### src/rtl/vpic_pkg.sv
package vpic_pkg;

    localparam int unsigned VEC_W   = 5;
    localparam logic [VEC_W-1:0] ERR_VEC = '1;

    typedef enum logic [1:0] {
        A_CFG  = 2'd0,
        A_MASK = 2'd1,
        A_INSV = 2'd2,
        A_VEC  = 2'd3
    } reg_addr_e;

    // Configuration layout: level field at 15:13 drives the processor side
    typedef struct packed {
        logic [2:0]       level;
        logic [VEC_W-1:0] prom_src;
        logic [3:0]       rsvd;
        logic [1:0]       rot;
        logic             prom_en;
        logic             gen_en;
    } cfg_t;

endpackage

### src/rtl/vpic_prio.sv
module vpic_prio
    import vpic_pkg::*;
#(
    parameter int unsigned NSRC     = 31,
    parameter int unsigned SER_BASE = 26
) (
    input  logic [NSRC-1:0]  elig,
    input  logic             prom_en,
    input  logic [VEC_W-1:0] prom_src,
    input  logic [1:0]       rot,
    output logic             any,
    output logic [VEC_W-1:0] win
);

    localparam int unsigned GRP_N = 4;

    // Source placed at priority position p (position 0 is highest)
    function automatic int unsigned pos2src(input int unsigned p, input logic [1:0] r);
        if (p >= SER_BASE && p < SER_BASE + GRP_N)
            return SER_BASE + ((p - SER_BASE + int'(r)) % GRP_N);
        return p;
    endfunction

    logic [NSRC-1:0] ordered;
    logic            found;
    logic [VEC_W-1:0] fixed_win;

    always_comb begin
        for (int p = 0; p < NSRC; p++) begin
            ordered[p] = elig[pos2src(p, rot)];
        end
    end

    always_comb begin
        found     = 1'b0;
        fixed_win = '0;
        for (int p = NSRC - 1; p >= 0; p--) begin
            if (ordered[p]) begin
                found     = 1'b1;
                fixed_win = VEC_W'(pos2src(p, rot));
            end
        end
    end

    always_comb begin
        any = found;
        win = fixed_win;
        if (prom_en && (int'(prom_src) < NSRC) && elig[prom_src]) begin
            win = prom_src;
        end
    end

endmodule

### src/rtl/vpic_regs.sv
module vpic_regs
    import vpic_pkg::*;
#(
    parameter int unsigned NSRC = 31
) (
    input  logic             clk,
    input  logic             rst_n,
    input  logic             bus_wr,
    input  logic [1:0]       bus_addr,
    input  logic [31:0]      bus_wdata,
    input  logic             any,
    input  logic [VEC_W-1:0] win,
    output cfg_t             cfg_q,
    output logic [NSRC-1:0]  mask_q,
    output logic [NSRC-1:0]  insv_q,
    output logic [VEC_W-1:0] vec_q,
    output logic             irq_q
);

    typedef struct packed {
        cfg_t             cfg;
        logic [NSRC-1:0]  mask;
        logic [NSRC-1:0]  insv;
        logic [VEC_W-1:0] vec;
        logic             irq;
    } state_t;

    state_t st_d, st_q;

    always_comb begin
        st_d     = st_q;
        st_d.irq = st_q.cfg.gen_en & any;
        if (bus_wr) begin
            unique case (reg_addr_e'(bus_addr))
                A_CFG:  st_d.cfg  = cfg_t'(bus_wdata[15:0]);
                A_MASK: st_d.mask = bus_wdata[NSRC-1:0];
                A_INSV: st_d.insv = st_q.insv & ~bus_wdata[NSRC-1:0];
                A_VEC: begin
                    if (bus_wdata[0]) begin
                        if (any) begin
                            st_d.vec       = win;
                            st_d.insv[win] = 1'b1;
                        end else begin
                            st_d.vec = ERR_VEC;
                        end
                    end
                end
                default: ;
            endcase
        end
    end

    always_ff @(posedge clk or negedge rst_n) begin
        if (!rst_n) st_q <= '0;
        else        st_q <= st_d;
    end

    assign cfg_q  = st_q.cfg;
    assign mask_q = st_q.mask;
    assign insv_q = st_q.insv;
    assign vec_q  = st_q.vec;
    assign irq_q  = st_q.irq;

endmodule

### src/rtl/vpic_top.sv
module vpic_top
    import vpic_pkg::*;
#(
    parameter int unsigned NSRC     = 31,
    parameter int unsigned SER_BASE = 26
) (
    input  logic            clk,
    input  logic            rst_n,
    input  logic [1:0]      bus_addr,
    input  logic            bus_wr,
    input  logic [31:0]     bus_wdata,
    output logic [31:0]     bus_rdata,
    input  logic [NSRC-1:0] src_req,
    output logic            irq_out,
    output logic [2:0]      irq_level
);

    cfg_t             cfg_q;
    logic [NSRC-1:0]  mask_q;
    logic [NSRC-1:0]  insv_q;
    logic [VEC_W-1:0] vec_q;
    logic             irq_q;
    logic [NSRC-1:0]  elig;
    logic             any_elig;
    logic [VEC_W-1:0] win;
    logic             ack_wr;

    assign elig   = src_req & mask_q & ~insv_q;
    assign ack_wr = bus_wr && (reg_addr_e'(bus_addr) == A_VEC) && bus_wdata[0];

    vpic_prio #(.NSRC(NSRC), .SER_BASE(SER_BASE)) prio_i (
        .elig     (elig),
        .prom_en  (cfg_q.prom_en),
        .prom_src (cfg_q.prom_src),
        .rot      (cfg_q.rot),
        .any      (any_elig),
        .win      (win)
    );

    vpic_regs #(.NSRC(NSRC)) regs_i (
        .clk       (clk),
        .rst_n     (rst_n),
        .bus_wr    (bus_wr),
        .bus_addr  (bus_addr),
        .bus_wdata (bus_wdata),
        .any       (any_elig),
        .win       (win),
        .cfg_q     (cfg_q),
        .mask_q    (mask_q),
        .insv_q    (insv_q),
        .vec_q     (vec_q),
        .irq_q     (irq_q)
    );

    always_comb begin
        bus_rdata = '0;
        unique case (reg_addr_e'(bus_addr))
            A_CFG:  bus_rdata[15:0]      = cfg_q;
            A_MASK: bus_rdata[NSRC-1:0]  = mask_q;
            A_INSV: bus_rdata[NSRC-1:0]  = insv_q;
            A_VEC:  bus_rdata[15:11]     = vec_q;
            default: ;
        endcase
    end

    assign irq_out   = irq_q;
    assign irq_level = cfg_q.level;

endmodule

### config.mk
export PLATFORM = sky130hd
export DESIGN_NAME = vpic_top
export DESIGN_NICKNAME = d
export VERILOG_FILES = /design/src/rtl/vpic_pkg.sv /design/src/rtl/vpic_prio.sv /design/src/rtl/vpic_regs.sv /design/src/rtl/vpic_top.sv
export SDC_FILE = /design/constraint.sdc
export NUM_CORES = 1
export LEC_CHECK = 0
export BUFFER_PORTS_ARGS = -buffer_cell sky130_fd_sc_hd__clkbuf_2
export CORE_AREA = 2 2 120 122
export CTS_CLUSTER_DIAMETER = 100
export DETAILED_ROUTE_END_ITERATION = 7
export DIE_AREA = 0 0 122 124
export GPL_TIMING_DRIVEN = 0
export PLACE_DENSITY = 0.57
export SLEW_MARGIN = 20
export SYNTH_ARGS = -nofsm -noshare
export SYNTH_HDL_FRONTEND = slang
export SYNTH_SLANG_ARGS = --single-unit
### constraint.sdc
create_clock -name clk -period 5.45 [get_ports clk]
set_clock_uncertainty 0.1 [all_clocks]
set_input_delay 0 -clock clk [delete_from_list [all_inputs] [get_ports clk]]
set_output_delay 0 -clock clk [all_outputs]
set_load 0.01 [all_outputs]
==> out/results.tsv <==
metric	value	unit
fin_nets	784	
status	complete, no violations	
synth-seq-cells	84	
yosysSeqAreaShare	0.389	
syn_area	5400	µm²
rsz0062_at_grt	no	
root_buffer	clkbuf_16	
yosysWarnings	0	
rows	43	
startpoint_type	flip-flop	
finalSetupViolations	0	
cts_buffers	9	
gr-usage-all-layers	0.271	
placed_cell_area	6140	µm²
worstPathArrival	3600	ps
hold_depth	4	
synth.avg_cell_area	9.52	µm²
netlist_instances	567	
dp_hpwl	14600	µm
crit_type	reg2reg	
synth.distinct_cells	60	
mostFrequentLayoutCells	clkbuf_2, dfrtp_1, nor2_1, o21ai_0, mux2_2	
clkSlewWorstSetupHoldPaths	60	ps
worst_hold_path_type	in2reg	
cap_violations	0	
grt_max_degree	85	
ios	104	
final_area	6780	µm²
layout.cells.non_filler	895	
dp.cells	848	
grt_pass1_vias	5159	
finalHoldViolCount	0	
insertedDiodeCount	0	
cts_max_level	3	
dp_slack	2040	ps
routed_via_density	6.03	
p_leak	2.97	nW
tritoncts	built	
grt_pass1_wl	30100	µm
synth-edff-count	0	
maxSlewViolCount	0	
antenna_found_initial	0	
dr.pass1.iters	7	
setup_slack	1940	ps
synth-main-ff-cell	dfrtp_1	
postRouteAntennaNets	0	
clk_latency	350	ps
yosys.area.top_type	dfrtp_1	
die_area	15100	µm²
relSlewSlack	0.427	
drt-initial-drc-count	554	
gp_congestion	0.973	
start_util	0.393	
end_kind	flip-flop	
post-route-period-util	0.645	
yosys.area.top_type_share	0.389	
final_common_cell	clkbuf_2	
crit_required	5540	ps
cts_buffer_depth	2	
worst_slew_pin_slew	860	ps
fmax	285	MHz
die_w	122	µm
via_count	5396	
fin_setup_tns	0	ps
power_density	332	nW/µm²
areaGrowthSynthToFinish	25.6	%
cp_max_fo	8	
drive_above_1_share	0.264	
wl_per_cell	22.4	µm
io_buffers	101	
overflow	0	
ir_worst_vdd	0.000147	V
core_area	13700	µm²
clock-sinks	84	
yosys-top-cells-area	dfrtp_1, mux2_2, o21ai_0, nor2_1, nand3b_1	
r2r_cells	8	
drc	0	
wl	20000	µm
period_needed	3510	ps
die_height	124	µm
async_reset_ff_frac	1.00	
syn_nets	640	
stage by stage:
step,util,hold slack [ps],total power [mW]
after detailed placement,0.448,4.67,1.55
after global routing,0.494,101,2.36
after CTS,0.494,18.8,2.24
after floorplan,-,-396,1.29
final,0.494,36.3,2.25
after global placement,0.447,153,1.54
cells in the mapped netlist, types with 6 or more instances:
cell type	count
a21oi_1	12
nand2_1	29
nor3_1	8
mux4_2	6
buf_4	6
a222oi_1	16
o21ai_0	59
mux2_2	46
dfrtp_1	84
nand3b_1	32
o21ai_2	6
nor2b_1	18
nand2b_1	7
buf_1	6
a22oi_1	17
nand4_1	8
nand3_1	8
o31ai_1	11
nor2_1	67
mux2i_1	8
and3b_1	6
clkbuf_1	24
inv_1	12
repair_timing:
item	in CTS	in global routing
setup buffers	0	0
resized for setup	0	0
hold buffers	32	0
endpoints found under the hold margin	162	0
state kept, by name, summed over array words and instances, names as in the netlist:
| name | flops |
|---|---|
| regs_i.irq_q | 1 |
| regs_i.insv_q | 31 |
| regs_i.mask_q | 31 |
| regs_i.vec_q | 5 |
| regs_i.cfg_q | 16 |
power breakdown:
| group | switching, mW | internal (mW) |
|---|---|---|
| registers | 0.0856 | 0.731 |
| logic | 0.440 | 0.316 |
| clock network | 0.265 | 0.412 |
path summary, 6_finish.rpt:
kind	from	to	slack [ps]
worst min-delay path	bus_wr	regs_i.vec_q[4]	40
max in group asynchronous	rst_n	regs_i.cfg_q[2]	4580
worst max-delay path	regs_i.mask_q[0]	regs_i.insv_q[4]	1940
worst max register to register	regs_i.mask_q[0]	regs_i.insv_q[4]	1940
min in group asynchronous	rst_n	regs_i.insv_q[23]	140
worst min register to register	regs_i.vec_q[4]	regs_i.vec_q[4]	400
logic make-up (layout without fill, tap and decap cells):
| logic type | count (synthesis) | after routing | share of synthesized area |
|---|---|---|---|
| other | 1 | 1 | 0.000695 |
| buffers and inverters | 51 | 199 | 0.0438 |
| and+or+nand+nor | 201 | 201 | 0.204 |
| AOI/OAI and AO/OA | 164 | 164 | 0.210 |
| muxes | 61 | 61 | 0.141 |
| DFF | 84 | 84 | 0.389 |
| adders and majority gates | 5 | 5 | 0.0116 |
critical path, stage by stage (launching register included):
cell and delay [ps]:
dfrtp_1 400, nand3b_1 220, nand4_1 280, nor4_1 740
and4_1 450, nor2_1 180, o21a_1 170, a21oi_2 600
o21ai_0 220
per-layer routing:
| metal | up-vias | track usage | wire length (µm) |
|---|---|---|---|
| met2 | 221 | 0.420 | 9190 |
| met1 | 2736 | 0.380 | 9200 |
| met5 | - | 0 | 0 |
| met4 | 0 | 0.0984 | 436 |
| met3 | 27 | 0.0495 | 1220 |
| li1 | 2412 | - | - |
cell type report:
type                       count  area (µm²)
buffer                        39         191
clock buffer                  11         243
clock inverter                 4        73.8
fill                        1325        6940
inverter                      12        45.0
multi-input combinational    432        3060
sequential                    84        2100
tap                          180         225
timing repair buffer         133         835
Note: power is estimated with default switching activity, not from simulation.
